`src/rtl/endian_swap_pkg.sv`:
```
package endian_swap_pkg;

  typedef enum logic [1:0] {
    SRC_CPU     = 2'd0,
    SRC_PCI_MST = 2'd1,
    SRC_PCI_TGT = 2'd2,
    SRC_RSVD    = 2'd3
  } src_e;

  localparam int CFG_W       = 32;
  localparam int CPU_LE_BIT  = 12;
  localparam int PCI_MST_BIT = 0;
  localparam int PCI_TGT_BIT = 16;
  localparam int WSW_LSB     = 10;
  localparam int WSW_W       = 3;

  typedef struct packed {
    logic bswap;
    logic wswap;
    logic lane_hi;
  } swap_ctl_t;

endpackage

```
`src/rtl/swap_cfg_regs.sv`:
```
module swap_cfg_regs
  import endian_swap_pkg::*;
#(
  parameter int REG_W = CFG_W
) (
  input  logic             clk_i,
  input  logic             rst_ni,
  input  logic             we_i,
  input  logic             sel_i,
  input  logic [REG_W-1:0] wdata_i,
  output logic [REG_W-1:0] rdata_o,
  output logic [REG_W-1:0] cpu_cfg_o,
  output logic [REG_W-1:0] pci_cmd_o
);

  logic [REG_W-1:0] cpu_q, pci_q;

  always_ff @(posedge clk_i or negedge rst_ni) begin
    if (!rst_ni) begin
      cpu_q <= '0;
      pci_q <= '0;
    end else if (we_i) begin
      if (sel_i) pci_q <= wdata_i;
      else       cpu_q <= wdata_i;
    end
  end

  assign rdata_o   = sel_i ? pci_q : cpu_q;
  assign cpu_cfg_o = cpu_q;
  assign pci_cmd_o = pci_q;


  cfg_write_chk: assert property (@(posedge clk_i) disable iff (!rst_ni)
    we_i |=> ($past(sel_i) ? pci_cmd_o : cpu_cfg_o) == $past(wdata_i));

endmodule

```
`src/rtl/swap_decide.sv`:
```
module swap_decide
  import endian_swap_pkg::*;
#(
  parameter int REG_W = CFG_W
) (
  input  logic [1:0]       src_i,
  input  logic             internal_i,
  input  logic             addr2_i,
  input  logic             pci_wide_i,
  input  logic [REG_W-1:0] cpu_cfg_i,
  input  logic [REG_W-1:0] pci_cmd_i,
  output swap_ctl_t        ctl_o
);

  src_e src;
  logic cpu_le, role_bit, wsw_en, little;

  assign src      = src_e'(src_i);
  assign cpu_le   = cpu_cfg_i[CPU_LE_BIT];
  assign role_bit = (src == SRC_PCI_TGT) ? pci_cmd_i[PCI_TGT_BIT] : pci_cmd_i[PCI_MST_BIT];
  // word exchange needs the whole field set and a 32-bit PCI port
  assign wsw_en   = (&pci_cmd_i[WSW_LSB +: WSW_W]) && !pci_wide_i;

  always_comb begin
    ctl_o  = '0;
    little = 1'b1;
    unique case (src)
      SRC_CPU: begin
        little      = cpu_le;
        ctl_o.bswap = !cpu_le && internal_i;
      end
      SRC_PCI_MST, SRC_PCI_TGT: begin
        little      = role_bit;
        ctl_o.bswap = !role_bit && !internal_i;
        ctl_o.wswap = wsw_en && !internal_i;
      end
      default: little = 1'b1;
    endcase
    ctl_o.lane_hi = addr2_i ^ !little;
  end

endmodule

```
`src/rtl/swap_lanes.sv`:
```
module swap_lanes #(
  parameter  int DATA_W = 64,
  localparam int BE_W   = DATA_W / 8
) (
  input  logic [DATA_W-1:0] data_i,
  input  logic [BE_W-1:0]   be_i,
  input  logic              bswap_i,
  input  logic              wswap_i,
  output logic [DATA_W-1:0] data_o,
  output logic [BE_W-1:0]   be_o
);

  localparam int WORD_W = 32;
  localparam int BPW    = WORD_W / 8;
  localparam int NWORD  = DATA_W / WORD_W;

  logic [DATA_W-1:0] bs_data;
  logic [BE_W-1:0]   bs_be;

  for (genvar w = 0; w < NWORD; w++) begin : g_word
    for (genvar b = 0; b < BPW; b++) begin : g_byte
      localparam int DST = w*BPW + b;
      localparam int SRC = w*BPW + (BPW-1-b);
      assign bs_data[DST*8 +: 8] = bswap_i ? data_i[SRC*8 +: 8] : data_i[DST*8 +: 8];
      assign bs_be[DST]          = bswap_i ? be_i[SRC]          : be_i[DST];
    end
    // pair partner within the doubleword
    localparam int PW = w ^ 1;
    assign data_o[w*WORD_W +: WORD_W] = wswap_i ? bs_data[PW*WORD_W +: WORD_W]
                                                : bs_data[w*WORD_W +: WORD_W];
    assign be_o[w*BPW +: BPW]         = wswap_i ? bs_be[PW*BPW +: BPW]
                                                : bs_be[w*BPW +: BPW];
  end

endmodule

```
`src/rtl/endian_swap_ctrl.sv`:
```
module endian_swap_ctrl
  import endian_swap_pkg::*;
#(
  parameter  int DATA_W = 64,
  localparam int BE_W   = DATA_W / 8
) (
  input  logic              clk_i,
  input  logic              rst_ni,
  input  logic              cfg_we_i,
  input  logic              cfg_sel_i,
  input  logic [CFG_W-1:0]  cfg_wdata_i,
  output logic [CFG_W-1:0]  cfg_rdata_o,
  input  logic              pci_wide_i,
  input  logic              in_valid_i,
  output logic              in_ready_o,
  input  logic [1:0]        in_src_i,
  input  logic              in_write_i,
  input  logic              in_internal_i,
  input  logic              in_addr2_i,
  input  logic [DATA_W-1:0] in_data_i,
  input  logic [BE_W-1:0]   in_be_i,
  output logic              out_valid_o,
  input  logic              out_ready_i,
  output logic              out_write_o,
  output logic [DATA_W-1:0] out_data_o,
  output logic [BE_W-1:0]   out_be_o,
  output logic              out_lane_hi_o,
  output logic              out_bswap_o,
  output logic              out_wswap_o
);

  logic [CFG_W-1:0]  cpu_cfg, pci_cmd;
  swap_ctl_t         ctl;
  logic [DATA_W-1:0] sw_data;
  logic [BE_W-1:0]   sw_be;
  logic              accept;

  swap_cfg_regs #(.REG_W(CFG_W)) u_cfg (
    .clk_i     (clk_i),
    .rst_ni    (rst_ni),
    .we_i      (cfg_we_i),
    .sel_i     (cfg_sel_i),
    .wdata_i   (cfg_wdata_i),
    .rdata_o   (cfg_rdata_o),
    .cpu_cfg_o (cpu_cfg),
    .pci_cmd_o (pci_cmd)
  );

  swap_decide #(.REG_W(CFG_W)) u_decide (
    .src_i      (in_src_i),
    .internal_i (in_internal_i),
    .addr2_i    (in_addr2_i),
    .pci_wide_i (pci_wide_i),
    .cpu_cfg_i  (cpu_cfg),
    .pci_cmd_i  (pci_cmd),
    .ctl_o      (ctl)
  );

  swap_lanes #(.DATA_W(DATA_W)) u_lanes (
    .data_i  (in_data_i),
    .be_i    (in_be_i),
    .bswap_i (ctl.bswap),
    .wswap_i (ctl.wswap),
    .data_o  (sw_data),
    .be_o    (sw_be)
  );

  assign in_ready_o = !out_valid_o || out_ready_i;
  assign accept     = in_valid_i && in_ready_o;

  always_ff @(posedge clk_i or negedge rst_ni) begin
    if (!rst_ni) begin
      out_valid_o   <= 1'b0;
      out_write_o   <= 1'b0;
      out_data_o    <= '0;
      out_be_o      <= '0;
      out_lane_hi_o <= 1'b0;
      out_bswap_o   <= 1'b0;
      out_wswap_o   <= 1'b0;
    end else if (accept) begin
      out_valid_o   <= 1'b1;
      out_write_o   <= in_write_i;
      out_data_o    <= sw_data;
      out_be_o      <= sw_be;
      out_lane_hi_o <= ctl.lane_hi;
      out_bswap_o   <= ctl.bswap;
      out_wswap_o   <= ctl.wswap;
    end else if (out_ready_i) begin
      out_valid_o   <= 1'b0;
    end
  end


  accept_to_valid_chk: assert property (@(posedge clk_i) disable iff (!rst_ni)
    accept |=> out_valid_o);


  stall_hold_chk: assert property (@(posedge clk_i) disable iff (!rst_ni)
    out_valid_o && !out_ready_i |=> out_valid_o && $stable(out_data_o) && $stable(out_be_o));


  be_count_chk: assert property (@(posedge clk_i) disable iff (!rst_ni)
    accept |=> $countones(out_be_o) == $countones($past(in_be_i)));


  cpu_no_wswap_chk: assert property (@(posedge clk_i) disable iff (!rst_ni)
    in_valid_i && (in_src_i == SRC_CPU) |-> !ctl.wswap);


  internal_no_wswap_chk: assert property (@(posedge clk_i) disable iff (!rst_ni)
    in_valid_i && in_internal_i |-> !ctl.wswap);


  wide_no_wswap_chk: assert property (@(posedge clk_i) disable iff (!rst_ni)
    in_valid_i && pci_wide_i |-> !ctl.wswap);


  rsvd_no_swap_chk: assert property (@(posedge clk_i) disable iff (!rst_ni)
    in_valid_i && (in_src_i == SRC_RSVD) |-> !ctl.bswap && !ctl.wswap);

endmodule

```
`config.mk`:
```
export PLATFORM = sky130hd
export DESIGN_NAME = endian_swap_ctrl
export DESIGN_NICKNAME = d
export VERILOG_FILES = /design/src/rtl/endian_swap_pkg.sv /design/src/rtl/swap_cfg_regs.sv /design/src/rtl/swap_decide.sv /design/src/rtl/swap_lanes.sv /design/src/rtl/endian_swap_ctrl.sv
export SDC_FILE = /design/constraint.sdc
export NUM_CORES = 1
export LEC_CHECK = 0
export BUFFER_PORTS_ARGS = -buffer_cell sky130_fd_sc_hd__buf_2
export CAP_MARGIN = 30
export CORE_MARGIN = 1.5
export CORE_UTILIZATION = 40
export CTS_CLUSTER_SIZE = 40
export DETAILED_ROUTE_END_ITERATION = 16
export MAX_ROUTING_LAYER = met4
export SLEW_MARGIN = 10
export SYNTH_ARGS = -nofsm -noshare
export SYNTH_HDL_FRONTEND = slang
export SYNTH_SLANG_ARGS = --single-unit
export TNS_END_PERCENT = 50
```
`constraint.sdc`:
```
create_clock -name clk_i -period 3.1 [get_ports clk_i]
set_input_delay 0.31 -clock clk_i [delete_from_list [all_inputs] [get_ports clk_i]]
set_output_delay 0.31 -clock clk_i [all_outputs]
set_load 0.02 [all_outputs]
```
==> impl_metrics.yaml <==
global_route:
  grt.busiest_layer: "met2"
  globalRouteMet2Util: 0.319
  gr-usage-met1: 0.307
  global_route_wire_length_before_repair_um: 33200
  grt_max_degree: 66
  grt_pass1_vias: 5937
  antenna_found_initial: 2
  global_route.overflow_total: 0
  grt_util_all_layers: 0.222
  gr-usage-met3: 0.0557
synth:
  number_of_standard_cells_after_synthesis: 650
  yosysUniqueCellTypes: 36
  synth_enable_flop_cells: 0
  synth_xor_xnor_area_share: 0.00116
  syn-num-nets: 769
  synthArstFlopShare: 1.00
  postSynth.topFlopCell: "sky130_fd_sc_hd__dfrtp_1"
  synth_simple_gate_area_frac: 0.0572
  synth-warning-count: 0
  post_synth_instance_area_um2: 7570
  yosys.area_share.adder: 0.00496
  synth-seq-area-share: 0.466
  mux_cell_area_share_after_synthesis: 0.239
  post_synth.cell_area_avg_um2: 11.6
  synth-compound-area-share: 0.167
  postSynthRegisterBits: 141
  largest_family_of_logic_cells_by_synthesized_area: "multiplexers"
clock_network:
  clock_tree.root_cell: "sky130_fd_sc_hd__clkbuf_16"
  cts.repair_timing.setup_buffer_count: 0
  cts_inserted_buffers: 17
  post_cts_resize_count: 0
  clkSlewWorstSetupHoldPaths_ps: 60
  clkSinkCount: 141
  clk_latency_ps: 420
  cts_hold_fix_bufs: 1
  htree_num_levels: 4
  cts_tree: "built"
  max-clock-path-buffers: 2
sta:
  rsz0062_at_grt: "no"
  finalSetupTns_ps: 0
  min_period_over_period: 0.613
  maxSlewViolCount: 0
  timing.fmax_ghz: 0.526
  tightestPinTransition_ps: 868
  clock-skew-final_ps: 13.2
  period_needed_ps: 1900
  finalSetupViolCount: 0
  timing.final.hold_violations: 0
  max_slew_margin: 0.421
floorplan:
  io_pins: 226
  fp.dieArea_um2: 19800
  floorplan.core_area_um2: 18600
  floorplan.die.width_um: 141
  die_height_um: 141
  initial_utilization: 0.406
  floorplan.rows: 50
pwr:
  report.power.total_mw: 6.07
  irDropWorstVdd_mv: 0.424
  leakagePower_nw: 4.30
  power.density_nw_per_um2: 640
placement:
  hpwl_um: 14600
  gp_congestion: 0.810
  io_buffers: 225
detailed_routing:
  via_per_inst: 5.47
  detail_route.iter0.violations: 262
  drtPass1Iterations: 5
  wl_um: 21000
  route.detailed.drc: 0
  ant_nets: 0
  via_count: 6058
  route.detailed.wl_per_inst_um: 18.9
cells_and_area:
  synthToLayoutAreaGrowth_pct: 25.4
  post_route_cells_drive_above_1_share: 0.459
  finalNetCount: 978
  layout_commonest_cell: "sky130_fd_sc_hd__buf_2"
  mostFrequentLayoutCells: "sky130_fd_sc_hd__buf_2, sky130_fd_sc_hd__dfrtp_1, sky130_fd_sc_hd__mux2_2"
  filler_cell_count: 1716
setup_path:
  required_ps: 3370
  setup.worst_path.end_class: "register"
  path_cells: "nor4bb_4 > a21o_2 > buf_4 > mux2i_1 > a211oi_2"
  cpPeakStageDelay_ps: 430
  cp_max_fo: 32
  arrival_ps: 2180
  timing_worst_setup_path_type: "register to register"
  crit_path_start_kind: "register"
  crit_path_top_delay_cell: "sky130_fd_sc_hd__dfrtp_1"
outcome:
  outcome: "complete, no violations"
min_path:
  hp-class: "input port to register"
run:
  cap_viol_max_count: 0
==> flip-flops by register name, summed over array words and instances (netlist names) <==
name             flops
u_cfg.pci_cmd_o     32
out_write_o          1
out_valid_o          1
out_be_o             8
out_data_o          64
out_bswap_o          1
out_lane_hi_o        1
out_wswap_o          1
u_cfg.cpu_cfg_o     32
==> per-stage QoR <==
stage	hold WS, ps	cells	util	area [um2]	setup WS (ps)
floorplan	14.4	650	-	7570	1200
global placement	355	1073	0.474	8830	861
detailed placement	368	1073	0.474	8830	834
CTS	65.4	1106	0.509	9490	1150
global route	71.4	1108	0.509	9490	1020
finish	83.2	1108	0.509	9490	1200
==> Yosys cell counts, drive strengths merged, types with 2 or more instances <==
library cell | n | area [um2]
nand2 | 46 | 183
a21o | 2 | 15.0
inv | 39 | 146
ha | 3 | 37.5
mux2i | 73 | 731
clkbuf | 14 | 52.6
nand2b | 2 | 15.0
a21oi | 2 | 13.8
nor2 | 37 | 146
a211oi | 108 | 886
mux2 | 96 | 1080
o21ai | 2 | 10.0
o221ai | 36 | 315
dfrtp | 141 | 3530
buf | 40 | 292
==> where the power goes <==
| group | total, mW | leakage, nW | switching [mW] | internal (mW) |
|---|---|---|---|---|
| registers | 2.30 | 1.66 | 0.162 | 2.14 |
| logic | 1.52 | 2.33 | 0.915 | 0.608 |
| clock network | 2.25 | 0.310 | 0.829 | 1.42 |
==> worst max-delay path: cells and delay by family (launching register included) <==
kind / cells / cell delay [ps]
AOI/OAI and AO/OA: 2 / 260
buffers and inverters: 1 / 370
and+or+nand+nor: 1 / 430
muxes: 1 / 270
DFF: 1 / 430
==> layer usage <==
| metal | part of all wire | up-vias |
|---|---|---|
| met5 | 0 | - |
| met4 | 0.019 | 0 |
| met3 | 0.068 | 27 |
| met2 | 0.44 | 232 |
| met1 | 0.47 | 2982 |
| li1 | - | 2817 |
==> cells by family (layout without fill, tap and decap cells) <==
group           count (synthesis)  in the layout
flops                         141            141
xor+xnor                        1              1
buf+inv                        93            315
compound gates                151            151
fa+ha+maj                       3              3
simple gates                   92             92
mux                           169            169
other cells                     0              2
==> final timing paths <==
check                                      end  slack (ps)  depth (start not counted)                start
setup / recovery                out_data_o[56]        1200                          5  u_cfg.cpu_cfg_o[12]
hold / removal                     out_write_o          80                          3           in_write_i
setup reg to reg                out_data_o[56]        1200                          5  u_cfg.cpu_cfg_o[12]
hold reg to reg                    out_write_o         470                          2          out_write_o
max in group asynchronous  u_cfg.pci_cmd_o[10]        1740                          3               rst_ni
min in group asynchronous       out_data_o[59]         460                          2               rst_ni
==> cell type report <==
type                    instances  area, um2  share of cell area
diodes                          2       5.00            0.000527
clock inverters                12        183              0.0192
multi-input cells             416       3580               0.377
inverters                      39        146              0.0154
repair buffers                244       1290               0.136
well taps                     234        293              0.0308
clock buffers                  20        467              0.0492
flip-flops and latches        141       3530               0.372
(Power assumes the default switching activity.)
